==> src/rtl/shadow_reg_bank.sv <==
module shadow_reg_bank #(
  parameter int NREG = 8,
  parameter int DW = 8,
  parameter int ADDR_W = 4,
  parameter logic [NREG-1:0] BACKED = 8'h7F
) (
  input  logic                clk,
  input  logic                rst,
  input  logic                cmd_valid,
  input  logic [1:0]          cmd_op,
  input  logic                cmd_rw,
  input  logic [ADDR_W-1:0]   cmd_addr,
  input  logic [DW-1:0]       cmd_data,
  input  logic                timer_busy,
  output logic [NREG*DW-1:0]  regs_o,
  output logic                reload_done
);

  localparam logic [1:0] OP_WRITE  = 2'd0;
  localparam logic [1:0] OP_MODE   = 2'd1;
  localparam logic [1:0] OP_RELOAD = 2'd2;

  function automatic logic [DW-1:0] factory(input int i);
    return DW'((i * 17) ^ 90);
  endfunction

  logic [NREG-1:0][DW-1:0] work;
  logic [NREG-1:0][DW-1:0] store;
  logic                    nv_mode;

  wire do_write  = cmd_valid && cmd_op == OP_WRITE;
  wire do_mode   = cmd_valid && cmd_op == OP_MODE;
  wire do_reload = cmd_valid && cmd_op == OP_RELOAD && !timer_busy;

  always_ff @(posedge clk) begin
    if (rst) begin
      nv_mode     <= 1'b0;
      reload_done <= 1'b0;
    end else begin
      reload_done <= do_reload;
      if (do_mode) nv_mode <= cmd_rw;
    end
  end

  for (genvar i = 0; i < NREG; i++) begin : g_reg
    wire hit = cmd_addr == ADDR_W'(i);

    if (BACKED[i]) begin : g_backed
      always_ff @(posedge clk) begin
        if (rst) begin
          work[i]  <= factory(i);
          store[i] <= factory(i);
        end else begin
          if (do_reload) work[i] <= store[i];
          else if (do_write && hit) work[i] <= cmd_data;
          if (do_write && hit && nv_mode) store[i] <= cmd_data;
        end
      end

      a_r5_reload_copies: assert property (@(posedge clk) disable iff (rst)
        (cmd_valid && cmd_op == OP_RELOAD && !timer_busy) |=> work[i] == $past(store[i]));

      a_r4_write_through: assert property (@(posedge clk) disable iff (rst)
        (cmd_valid && cmd_op == OP_WRITE && cmd_addr == ADDR_W'(i) && nv_mode)
        |=> (store[i] == $past(cmd_data) && work[i] == $past(cmd_data)));
    end else begin : g_plain
      always_ff @(posedge clk) begin
        if (rst) work[i] <= '0;
        else if (do_write && hit) work[i] <= cmd_data;
      end
      assign store[i] = '0;

      a_r7_unbacked_keep: assert property (@(posedge clk) disable iff (rst)
        (cmd_valid && cmd_op == OP_RELOAD) |=> $stable(work[i]));
    end

    assign regs_o[i*DW +: DW] = work[i];
  end

  a_r3_store_kept: assert property (@(posedge clk) disable iff (rst)
    (cmd_valid && cmd_op == OP_WRITE && !nv_mode) |=> $stable(store));

  a_r6_busy_blocks: assert property (@(posedge clk) disable iff (rst)
    (cmd_valid && cmd_op == OP_RELOAD && timer_busy) |=> (!reload_done && $stable(work)));

  a_r9_bad_addr: assert property (@(posedge clk) disable iff (rst)
    (cmd_valid && cmd_op == OP_WRITE && cmd_addr >= ADDR_W'(NREG))
    |=> ($stable(work) && $stable(store)));

  a_r8_done_cause: assert property (@(posedge clk) disable iff (rst)
    !(cmd_valid && cmd_op == OP_RELOAD) |=> !reload_done);

endmodule

==> config.mk <==
export PLATFORM = sky130hd
export DESIGN_NAME = shadow_reg_bank
export DESIGN_NICKNAME = d
export VERILOG_FILES = /design/src/rtl/shadow_reg_bank.sv
export SDC_FILE = /design/constraint.sdc
export NUM_CORES = 1
export LEC_CHECK = 0
export BUFFER_PORTS_ARGS = -buffer_cell sky130_fd_sc_hd__buf_2
export CAP_MARGIN = 20
export CELL_PAD_IN_SITES_DETAIL_PLACEMENT = 0
export CELL_PAD_IN_SITES_GLOBAL_PLACEMENT = 2
export CORE_MARGIN = 1
export CORE_UTILIZATION = 37
export DETAILED_ROUTE_END_ITERATION = 8
export PLACE_DENSITY_LB_ADDON = 0.1
export SYNTH_ARGS = -nofsm -noshare
export SYNTH_HDL_FRONTEND = slang
export SYNTH_SLANG_ARGS = --single-unit
==> constraint.sdc <==
create_clock -name clk -period 2.65 [get_ports clk]
set_input_delay 0.265 -clock clk [delete_from_list [all_inputs] [get_ports clk]]
set_output_delay 0.265 -clock clk [all_outputs]
set_load 0.03 [all_outputs]
# After elaboration in Yosys (flattened, before gate mapping)
# Cells that the tools add are included.
totals:
  in_bits: 19
  word_cells: 69
  ram_bits: 0
  register_bits: 122
  latchBits: 0
  mem_bits_ro: 0
  memories: 0
op_classes:
  n_div: 0
  shift: 0
  n_bitwise: 0
  mux: 14
  multipliers: 0
  n_addsub: 0
  n_eq_ne: 9
  n_reduce_logical: 29
  order_cmp: 0
op_table:
  columns: ["cell", "n"]
  rows:
  - ["two-way mux 8 bit", 14]
  - ["logical AND 1 bit", 19]
  - ["equality test 4 x 3 -> 1 bit, second input constant", 4]
  - ["nonzero test 2 bit", 7]
  - ["equality test 4 x 2 -> 1 bit, second input constant", 2]
  - ["equality test 4 x 1 -> 1 bit, second input constant", 1]
  - ["logical NOT 4 bit", 1]
  - ["equality test 2 x 1 -> 1 bit, second input constant", 1]
  - ["equality test 2 bit, second input constant", 1]
  - ["logical NOT 2 bit", 1]
  - ["logical NOT 1 bit", 1]

# Longest topological paths before layout
# Gate-level depths: netlist of the first run.
depth:
  depth_word: 5
  mapped_depth: 6
  ltp_nobuf: 3

# Least setup slack after synthesis of the first run
# No wires, ideal clock.
synth_timing:
  path_type: "input to register"
  from: "in cmd_addr[1]"
  to: "reg work (netlist bit regs_o[11])"
  path_stages: 5
  t_arrival_ns: 1.350
  setup_ns: 0.086
  slack_ns: 1.214
  path_cell_list: "buf_2 -> nor4b_2 -> clkbuf_1 -> a2111oi_0 -> a211oi_1"
synth_between:
  elab_chain_cells: 3
synth_lines:
  columns: ["item", "line", "text"]
  rows:
  - ["from (decl)", "12", "input logic [ADDR_W-1:0] cmd_addr,"]
  - ["equality test 4 x 1 -> 1 bit", "46", "wire hit = cmd_addr == ADDR_W'(i);"]
  - ["logical AND 1 bit", "55", "else if (do_write && hit) work[i] <= cmd_data;"]
  - ["nonzero test 2 bit (no line)", null, null]
  - ["to (signal, indexed assignment)", "51", "work[i] <= factory(i);"]
  - ["to (signal, indexed assignment)", "54", "if (do_reload) work[i] <= store[i];"]
  - ["to (signal, indexed assignment)", "55", null]
  - ["to (decl)", "27", "logic [NREG-1:0][DW-1:0] work;"]
# No other way between the ends.
# A chain may end at the register's enable or synchronous reset.

# Worst setup path in the final report of the first run
layout_timing:
  from: "reg nv_mode"
  to: "reg store[7] (netlist name)"
layout_between:
  elab_chain_cells: 1
layout_lines:
  columns: ["item", "line", "text"]
  rows:
  - ["from (decl)", "29", "logic nv_mode;"]
  - ["from (signal assigned)", "41", "if (do_mode) nv_mode <= cmd_rw;"]
  - ["logical AND 1 bit", "56", "if (do_write && hit && nv_mode) store[i] <= cmd_data;"]
  - ["to (signal, indexed assignment)", "52", "store[i] <= factory(i);"]
  - ["to (signal, indexed assignment)", "56", null]
  - ["to (decl)", "28", "logic [NREG-1:0][DW-1:0] store;"]
# No other way between the ends.

==> results.md, run 1 <==
* Most used DFF post-synth: dfxtp_1
* WS Path Type: reg2reg
* Die height at 121.6 um
* Final Critical Period at roughly 1.8 ns
* Unique masters post-synth at 30
* Final Hold Viols at 0
* Slew Viols, Final at 0
* Worst IR Drop VDD at about 0.00038 V
* YS warnings at 0
* Clock sinks at around 120
* Multi-input logic area at approximately 2600 um2
* Setup violations, final at 0
* CTS Root Buffer Type: clkbuf_16
* Achievable clock frequency at 0.5585 GHz
* Maxcap violations at 0
* Reg clk slew, reported paths at about 0.05 ns
* Seq/Total Area, Yosys at 0.4617
* Initial antenna violation count at 0
* Initial core utilization at 0.3796
* Pin count of the biggest net entering global routing at around 100
* H-tree levels at 4
* Area growth syn-to-layout at 20.60%
* Rows at 43
* Clock buffer depth at 2
* Final Routed Wirelength at roughly 17 mm
* Fin crit share at 0.6757
* Worst-path cell chain: nand4bb_1 -> or3_1 -> mux2i_1
* Drt drc at 0
* Unrepaired setup endpoints after global routing: false
* Slowest cell on crit path: or3_1
* Avg WL per Cell at between 20 and 25 um
* Critical path required time at just under 3 ns
* Routability Congestion at 0.7318
* Synthesized cell area at 5290 um2
* Die Width at 121.6 um
* Setup TNS at 0 ns
* Initial DRC Count at about 340
* Vias in the first global route at 4,519
* Crit path launch type: flip-flop
* Gates resized, CTS repair at 0
* Syn Inst Count at between 500 and 600
* TritonCTS Buffers at 17
* Placed cell count at 792
* Post-detail-place hpwl at ~11 mm
* # fillers at 1,380
* 1st-pass router iterations at 5
* Die footprint at between 10,000 and 15,000 um2
* Clock skew at about 0.0038 ns
* Vias per cell at ~5.7
* Cts hold-fix bufs at 0
* Port-buffer cells at 83
* Tot GR Track Use at 0.2446
* Crit end category: flip-flop
* I/O pins at 84
* Worst-skew pair later-pin latency at about 0.41 ns
* EDFF count, synth at 0
* Core Area at around 14,000 um2
* Diode count at 0
* Grt ovf at 0
* Net count after synthesis at about 600
* LEAKAGE at roughly 2.5 nW
* Average cell area after synthesis at between 9 and 10 um2
* PD cells at roughly 650 nW/um2
* Worst-path fanout max at 8
* Yosys reg bits at 122
* First-pass GRT wire length at between 20 and 30 mm
* # nets final at 650
* Status: finished clean
* CTS tree: built
* Arr. time, crit path at just over 2 ns
* Slew HR at 0.4445
* Hold crit path type: in2reg
* Setup bufs post-CTS at 0
* Slowest stage delay, CP at 0.77 ns
* Routed vias at approximately 4,700
* Sequential cell area at about 2400 um2
* Asr flop ratio synth at 0
* Share of cells above drive strength 1 at 0.2103
* Antenna Violating Nets Remaining at 0
* Least-Margin Pin Slew at between 0.8 and 0.9 ns
* Non-filler cells, final at ~820
==> cell families (layout without fill, tap and decap cells) <==
group,Yosys count,after routing,share of synthesized area
simple gates,175,175,0.1840
buf+inv,60,132,0.04588
mux,57,57,0.1079
flops,122,122,0.4617
compound gates,156,156,0.2006
==> routing by layer <==
metal | GRT usage | vias to the layer above | share of wire
li1 | - | 2245 | -
met1 | 0.3351 | 2308 | 0.48
met5 | 0 | - | 0
met4 | 0.07948 | 0 | 0.010
met3 | 0.05009 | 10 | 0.050
met2 | 0.3832 | 130 | 0.46
==> area by class of cell <==
cell class                      count  area share
Clock inverter                      4    0.003138
Multi-Input combinational cell    388      0.4122
Clock buffer                       26     0.07354
Sequential cell                   122      0.3828
Timing Repair Buffer              102     0.09296
Tap cell                          180     0.03530
==> layout by cell type (no fill, tap or decap), types with 11 or more instances in the layout <==
cell and n:
a31oi_1 28, nor3_1 35, a211oi_1 45, nor2_1 61, buf_4 18, o21ai_0 35, a2111oi_0 28, mux2i_1 57
nand2b_1 35, dfxtp_1 122, nand3_1 20, clkbuf_16 17, buf_2 82, o21bai_1 11
==> cells in the mapped netlist, drive strengths merged (2+ instances only) <==
| library cell | n | area share |
|---|---|---|
| a211oi | 45 | 0.064 |
| a21oi | 8 | 0.0076 |
| nor3 | 38 | 0.041 |
| dfxtp | 122 | 0.46 |
| o21bai | 11 | 0.016 |
| and4bb | 3 | 0.0071 |
| or3 | 3 | 0.0035 |
| or3b | 2 | 0.0033 |
| o21ai | 36 | 0.034 |
| clkbuf | 45 | 0.032 |
| a2111oi | 28 | 0.046 |
| nand3b | 2 | 0.0028 |
| mux2i | 57 | 0.11 |
| a31oi | 28 | 0.033 |
| nor3b | 2 | 0.0047 |
| buf | 15 | 0.014 |
| nor2 | 61 | 0.043 |
| nand3 | 22 | 0.023 |
| nand4bb | 3 | 0.0064 |
| nand2b | 35 | 0.041 |
==> worst max-delay path, delay by kind of cell (launching register included) <==
family / cells / cell delay, ns
and+or+nand+nor: 2 / 1.08
DFF: 1 / 0.35
muxes: 1 / 0.21
==> through the flow <==
stage                     setup WS, ns  total power [mW]  instance area (um2)  hold WS, ns  utilization
final                           0.8594             4.150                 6380      0.09358       0.4578
after global routing            0.7648             4.281                 6380      0.09953       0.4578
after CTS                       0.8451             4.181                 6380      0.08359       0.4578
after detailed placement        0.5028             2.205                 5891       0.4618       0.4227
after global placement          0.5147             2.202                 5863       0.4608       0.4208
after floorplan                  1.214             2.083                 5290       0.4089            -
==> sequential cells by signal, summed over array words and instances, names as in the netlist <==
register and count:
nv_mode 1, regs_o 64, reload_done 1, store 56
==> path summary, 6_finish.rpt <==
check,start,cells past startpoint,slack [ns],to
max,nv_mode,3,0.86,store[7]
min,cmd_rw,3,0.09,nv_mode
max reg2reg,nv_mode,3,0.86,store[7]
min reg2reg,regs_o[61],2,0.47,regs_o[61]
==> where the power goes <==
| part | internal (mW) | switching, mW | leakage [nW] | total, mW |
|---|---|---|---|---|
| logic | 0.0854 | 0.219 | 1.23 | 0.305 |
| registers | 1.86 | 0.00988 | 0.987 | 1.86 |
| clock network | 1.20 | 0.780 | 0.242 | 1.98 |
Power figures use the tool's default switching activity.
==> inputs of run 2 (changes only) <==
ABC_AREA = 1   (was unset)
CORE_UTILIZATION = 28   (was 37)
clock period = 1.4 ns   (was 2.65 ns; I/O delays follow)
==> run 2 against run 1 <==
  * Register-to-register slack worse by 0.57 ns
  * Highest routed layer unchanged
  * Utilization decreased by 9.1 points
  * Hold slack got worse by 0.062 ns
  * Critical path depth shrank 2
  * First-iteration DRC count is 12% higher
==> results.md, run 2 <==
* Power Total at 8.935 mW (was 4.150 mW)
* FF-to-FF path depth at 6 (was 3)
* Cell taking the most area after synthesis: dfxtp_1 (unchanged)
* Die footprint at 19,610 um2 (was 14,780 um2)
* Diode count at 0 (unchanged)
* Worst path depth at 1 (was 3)
* Status: finished clean (unchanged)
* Unique masters post-synth at 20 (was 30)
* Slowest cell on crit path: dfxtp_1 (was or3_1)
* Slew Viols, Final at 0 (unchanged)
* Slew HR at 0.6873 (was 0.4445)
* Tot GR Track Use at 0.1971 (was 0.2446)
* Average cell area after synthesis at 6.927 um2 (was 9.281 um2)
* Initial antenna violation count at 0 (unchanged)
* Worst-path fanout max at 2 (was 8)
* Initial DRC Count at 383 (was 342)
* Critical Path End: regs_o[46] (was store[7])
* Reg clk slew, reported paths at 0.06 ns (was 0.05 ns)
* Maxcap violations at 0 (unchanged)
* Vias in the first global route at 4,991 (was 4,519)
* Met2 WL at 8.112 mm (was 7.832 mm)
* Critical path required time at 1.26 ns (was 2.92 ns)
* TritonCTS Buffers at 17 (unchanged)
* Share of cells above drive strength 1 at 0.2081 (was 0.2103)
* Rows at 50 (was 43)
* Clock buffer depth at 2 (unchanged)
* M1 wire length at 9.129 mm (was 8.292 mm)
* Routed vias at 5,222 (was 4,693)
* CTS Root Buffer Type: clkbuf_16 (unchanged)
* WS Path Type: reg2out (was reg2reg)
* Vias per cell at 4.650 (was 5.709)
* Syn Inst Count at 770 (was 570)
* Drt drc at 0 (unchanged)
* Grt ovf at 0 (unchanged)
* Asr flop ratio synth at 0 (unchanged)
* Final Critical Period at approximately 1.1 ns
* Cts hold-fix bufs at 0 (unchanged)
* Crit path launch type: flip-flop (unchanged)
* Die Width at 140.0 um (was 121.6 um)
* CTS tree: built (unchanged)
* Die height at 140.0 um (was 121.6 um)
* Buf/Inv on CP at 1 (was 0)
* Slowest stage delay, CP at 0.37 ns (was 0.77 ns)
* Clock sinks at 122 (unchanged)
* Most frequent cells in the layout: nand2_1, nand3_1, dfxtp_1, buf_2, nor2_1 (was dfxtp_1, buf_2, nor2_1, mux2i_1, a211oi_1)
* Min setup slack post-route at 0.2537 ns (was 0.8594 ns)
* Gates resized, CTS repair at 0 (unchanged)
* Setup TNS at 0 ns (unchanged)
* Port-buffer cells at 83 (unchanged)
* Pin count of the biggest net entering global routing at 38 (was 102)
* Fin util at 0.3672 (was 0.4578)
* Ranking of synthesized cells by area: dfxtp_1, nand2_1, nand3_1 (was dfxtp_1, mux2i_1, a211oi_1)
* Design area at 6869 um2 (was 6380 um2)
* First-pass GRT wire length at 28.93 mm (was 26.54 mm)
* LEAKAGE at 3.338 nW (was 2.459 nW)
* Worst IR Drop VDD at 0.0008114 V (was 0.0003832 V)
* Synth cell count leaders: nand2_1, nand3_1, dfxtp_1 (was dfxtp_1, nor2_1, mux2i_1)
* I/O pins at 84 (unchanged)
* Clock skew at 0.007079 ns (was 0.003805 ns)
* Post-DP Area at 6254 um2 (was 5891 um2)
* Routability Congestion at 0.8196 (was 0.7318)
* Seq/Total Area, Yosys at 0.4579 (was 0.4617)
* Arr. time, crit path at 1.01 ns (was 2.06 ns)
* Most common cell after layout, fill and taps aside: nand2_1 (was dfxtp_1)
* Yosys reg bits at 122 (unchanged)
* Unrepaired setup endpoints after global routing: false (unchanged)
* Most used DFF post-synth: dfxtp_1 (unchanged)
* Avg WL per Cell at 16.32 um (was 20.86 um)
* Setup bufs post-CTS at 0 (unchanged)
* Final Hold Viols at 0 (unchanged)
* Initial core utilization at 0.2852 (was 0.3796)
* Setup violations, final at 0 (unchanged)
* PD cells at 1301 nW/um2 (was 650.5 nW/um2)
* Worst-path cell chain: buf_2 (was nand4bb_1 -> or3_1 -> mux2i_1)
* Reg2reg start: nv_mode (unchanged)
* Non-filler cells, final at 1,123 (was 822)
* Crit end category: output port (was flip-flop)
* Post-detail-place hpwl at 12.57 mm (was 10.84 mm)
* Achievable clock frequency at 0.8724 GHz
* Core Area at 18,710 um2 (was 13,930 um2)
* Placed cell count at 1,091 (was 792)
* H-tree levels at 4 (unchanged)
* Top layer in use: met4 (unchanged)
* Flop2flop setup slack at 0.29 ns (was 0.86 ns)
* Final Routed Wirelength at 18.33 mm (was 17.15 mm)
* YS warnings at 0 (unchanged)
* Net count after synthesis at 789 (was 589)
* Hold_ws at 0.03181 ns (was 0.09358 ns)
* 1st-pass router iterations at 5 (unchanged)
* Routed met3 length at 854 um (was 851 um)
* Dpl ws at -0.09399 ns (was 0.5028 ns)
* Post-synth top area share at 0.4579 (was 0.4617)
* Area growth syn-to-layout at 28.78% (was 20.60%)
* Hold crit path type: in2reg (unchanged)
* Synthesized cell area at 5334 um2 (was 5290 um2)
* EDFF count, synth at 0 (unchanged)
* # nets final at 895 (was 650)
* Setup crit start: regs_o[46] (was nv_mode)
* Most frequent cell after synthesis: nand2_1 (was dfxtp_1)
* Least-Margin Pin Slew at 0.4690 ns (was 0.8296 ns)
* CP delay by family, top: flip-flops (was simple AND/OR/NAND/NOR gates)
* Worst-skew pair later-pin latency at 0.41 ns (about the same)
* FF-to-FF End: store[53] (was store[7])
* Max reg flops at 64 (unchanged)
* Antenna Violating Nets Remaining at 0 (unchanged)
* Fin crit share at 0.8188
[run 2: layer usage]
layer,global-route usage,vias to the layer above
met1,0.2804,2421
met4,0.06189,0
li1,-,2654
met5,0,-
met3,0.03419,15
met2,0.3013,132
[run 2: report_power, final]
group	total, mW	leakage [nW]	internal [mW]	switching [mW]
clock	4.57	0.285	2.94	1.63
sequential	3.56	0.988	3.53	0.0281
combinational	0.806	2.06	0.254	0.552
total	8.93	3.34	6.73	2.21
[run 2: logic make-up (layout without fill, tap and decap cells)]
kind of cell / after synthesis / after routing / synth area share
flops: 122 / 122 / 0.4579
compound gates: 39 / 39 / 0.03659
buf+inv: 88 / 207 / 0.08234
simple gates: 521 / 521 / 0.4232
[run 2: layout make-up]
| type | instances | area, um2 |
|---|---|---|
| fill | 1991 | 11840 |
| multi-input combinational | 560 | 2457 |
| sequential | 122 | 2442 |
| timing repair buffer | 133 | 903.4 |
| clock buffer | 22 | 474.2 |
| tap | 234 | 292.8 |
| inverter | 42 | 157.7 |
| clock inverter | 10 | 141.4 |
[run 2: how the worst min path moves through the flow]
stage,cells after the start,startpoint,end,slack [ns]
5_1_grt,3,cmd_data[4],regs_o[60],0.03
4_1_cts,3,cmd_data[4],regs_o[60],0.02
2_1_floorplan,2,cmd_valid,nv_mode,0.32
3_5_place_dp,2,regs_o[24],regs_o[24],0.44
6_report,3,cmd_data[4],regs_o[60],0.03
3_3_place_gp,2,regs_o[24],regs_o[24],0.44
==> inputs of run 3 (changes only) <==
clock period = 1.03 ns   (was 1.4 ns; I/O delays follow)
==> run 3 against run 2 <==
  * The flow now finishes with violations (setup timing)
  * Hold slack lost 0.023 ns
  * Global-route usage grew 0.56 points
  * Utilization grew 4.2 points
  * Routed wire length grew 4.3%
  * Sequential share of layout area shrank 2.5 points
  * Non-clock buffer count grew 20
  * Via count grew 0.38%
  * Register-to-register slack lost 0.30 ns
  * Flip-flop and latch count is the same
  * Total power grew 31%
  * Combinational power grew 55%
==> results.md, run 3 (synthesized netlist as in run 2, its figures left out) <==
* Final Critical Period at 1.041 ns
* Final Routed Wirelength at 19.11 mm (was 18.33 mm)
* Drt drc at 0 (unchanged)
* Slew Viols, Final at 0 (unchanged)
* Reg clk slew, reported paths at 0.05 ns (was 0.06 ns)
* TritonCTS Buffers at 17 (unchanged)
* Initial antenna violation count at 0 (unchanged)
* I/O pins at 84 (unchanged)
* Routed vias at 5,242 (was 5,222)
* Critical path required time at 1.32 ns (was 1.26 ns)
* H-tree levels at 4 (unchanged)
* Area growth syn-to-layout at 43.40% (was 28.78%)
* Share of cells above drive strength 1 at 0.3212 (was 0.2081)
* Unrepaired setup endpoints after global routing: true (was false)
* Die Width at 140.0 um (unchanged)
* LEAKAGE at 3.565 nW (was 3.338 nW)
* FF-to-FF path depth at 6 (unchanged)
* First-pass GRT wire length at 29.77 mm (was 28.93 mm)
* Most frequent cells in the layout: nand2_1, nand3_1, buf_6, nor2_1, dfxtp_2 (was nand2_1, nand3_1, dfxtp_1, buf_2, nor2_1)
* Antenna Violating Nets Remaining at 0 (unchanged)
* Port-buffer cells at 83 (unchanged)
* Arr. time, crit path at 1.33 ns (was 1.01 ns)
* Slew HR at 0.7002 (was 0.6873)
* Achievable clock frequency at approximately 0.96 GHz
* CTS Root Buffer Type: clkbuf_16 (unchanged)
* Die height at 140.0 um (unchanged)
* Final Hold Viols at 0 (unchanged)
* Min setup slack post-route at -0.01101 ns (was 0.2537 ns)
* Avg WL per Cell at 16.76 um (was 16.32 um)
* Crit path launch type: flip-flop (unchanged)
* Vias in the first global route at 5,188 (was 4,991)
* WS Path Type: reg2reg (was reg2out)
* Routability Congestion at 0.8232 (was 0.8196)
* Least-Margin Pin Slew at 0.4497 ns (was 0.4690 ns)
* CTS tree: built (unchanged)
* Tot GR Track Use at 0.2027 (was 0.1971)
* Maxcap violations at 0 (unchanged)
* Rows at 50 (unchanged)
* Clock buffer depth at 2 (unchanged)
* Setup TNS at -0.02777 ns (was 0 ns)
* Post-detail-place hpwl at 13.01 mm (was 12.57 mm)
* Pin count of the biggest net entering global routing at 38 (unchanged)
* Diode count at 0 (unchanged)
* Max reg flops at 64 (unchanged)
* Status: finished with violations (was finished clean)
* Die footprint at 19,610 um2 (unchanged)
* Crit end category: flip-flop (was output port)
* Clock skew at 0.005525 ns (was 0.007079 ns)
* Most common cell after layout, fill and taps aside: nand2_1 (unchanged)
* Initial DRC Count at 289 (was 383)
* Hold crit path type: in2reg (unchanged)
* Worst-skew pair later-pin latency at 0.42 ns (was 0.41 ns)
* Failing checks: setup timing
* Worst-path cell chain: buf_12 -> nand3_4 -> buf_6 -> inv_4 -> nand2_1 -> nand3_1 (was buf_2)
* Slowest cell on crit path: dfxtp_4 (was dfxtp_1)
* Slowest stage delay, CP at 0.36 ns (was 0.37 ns)
* # fillers at 1,962 (was 1,991)
* PD cells at 1529 nW/um2 (was 1301 nW/um2)
* Placed cell count at 1,103 (was 1,091)
* Hold_ws at 0.008336 ns (was 0.03181 ns)
* Worst-path fanout max at 7 (was 2)
* 1st-pass router iterations at 4 (was 5)
* Initial core utilization at 0.2852 (unchanged)
* Dpl ws at -0.3170 ns (was -0.09399 ns)
* Core Area at 18,710 um2 (unchanged)
* Non-filler cells, final at 1,140 (was 1,123)
* # nets final at 916 (was 895)
* Grt ovf at 0 (unchanged)
* Fin crit share at 1.011
* Vias per cell at 4.598 (was 4.650)
* Clock sinks at 122 (unchanged)
* Setup violations, final at 6 (was 0)
* Worst IR Drop VDD at 0.001175 V (was 0.0008114 V)
* Hold-critical path depth at 3 (unchanged)
* Fin util at 0.4089 (was 0.3672)
[run 3: cell types whose count changed in the layout (fill, tap and decap cells not counted), moves of 7 or more]
cell     delta
buf_6      +68
nand2_2    +12
inv_1       -7
buf_2      -65
dfxtp_2    +63
nand2_1    -14
buf_4       +8
dfxtp_1    -65
[run 3: through the flow]
stage,power (mW),cell area [um2]
after floorplan,5.550,5383
after global placement,6.090,6431
after detailed placement,6.090,6431
after CTS,11.79,7382
after global routing,12.16,7649
final,11.69,7649
[run 3: report_power, final]
part	internal (mW)	switching [mW]	total, mW	leakage, nW
registers	4.81	0.0605	4.87	0.995
logic	0.488	0.763	1.25	2.31
clock network	3.51	2.06	5.57	0.265
[run 3: what timing repair did]
item / CTS / global route
hold endpoints to repair: 3 / 0
resized for setup: 142 / 91
buffers inserted: 0 / 2
cloned: 1 / 3
endpoints found under the setup margin: 110 / 92
pin swaps: 1 / 4
hold buffers: 3 / 0
[run 3: worst paths after layout]
kind / slack (ns) / startpoint / to
max: -0.01 / nv_mode / store[19]
min: 0.008 / cmd_data[0] / regs_o[56]
max reg2reg: -0.01 / nv_mode / store[19]
min reg2reg: 0.46 / regs_o[24] / regs_o[24]
[run 3: worst max-delay path, delay by kind of cell (launching register included)]
family	cells	cell delay [ns]
buffers and inverters	3	0.34
DFF	1	0.36
and+or+nand+nor	3	0.21
[run 3: area by class of cell]
class	instances	area, um2	area share
multi-input combinational	561	2572	0.3363
clock buffer	25	495.5	0.06478
inverter	42	165.2	0.02159
tap	234	292.8	0.03828
clock inverter	3	40.04	0.005235
timing repair buffer	153	1554	0.2032
sequential	122	2529	0.3306
[run 3: per-layer routing]
metal / GRT usage / wire length, um / up-vias / share of wire
li1: - / - / 2703 / -
met1: 0.2613 / 8903 / 2424 / 0.47
met2: 0.3408 / 9337 / 102 / 0.49
met3: 0.04000 / 696 / 13 / 0.036
met4: 0.06131 / 175 / 0 / 0.0092
met5: 0 / 0 / - / 0
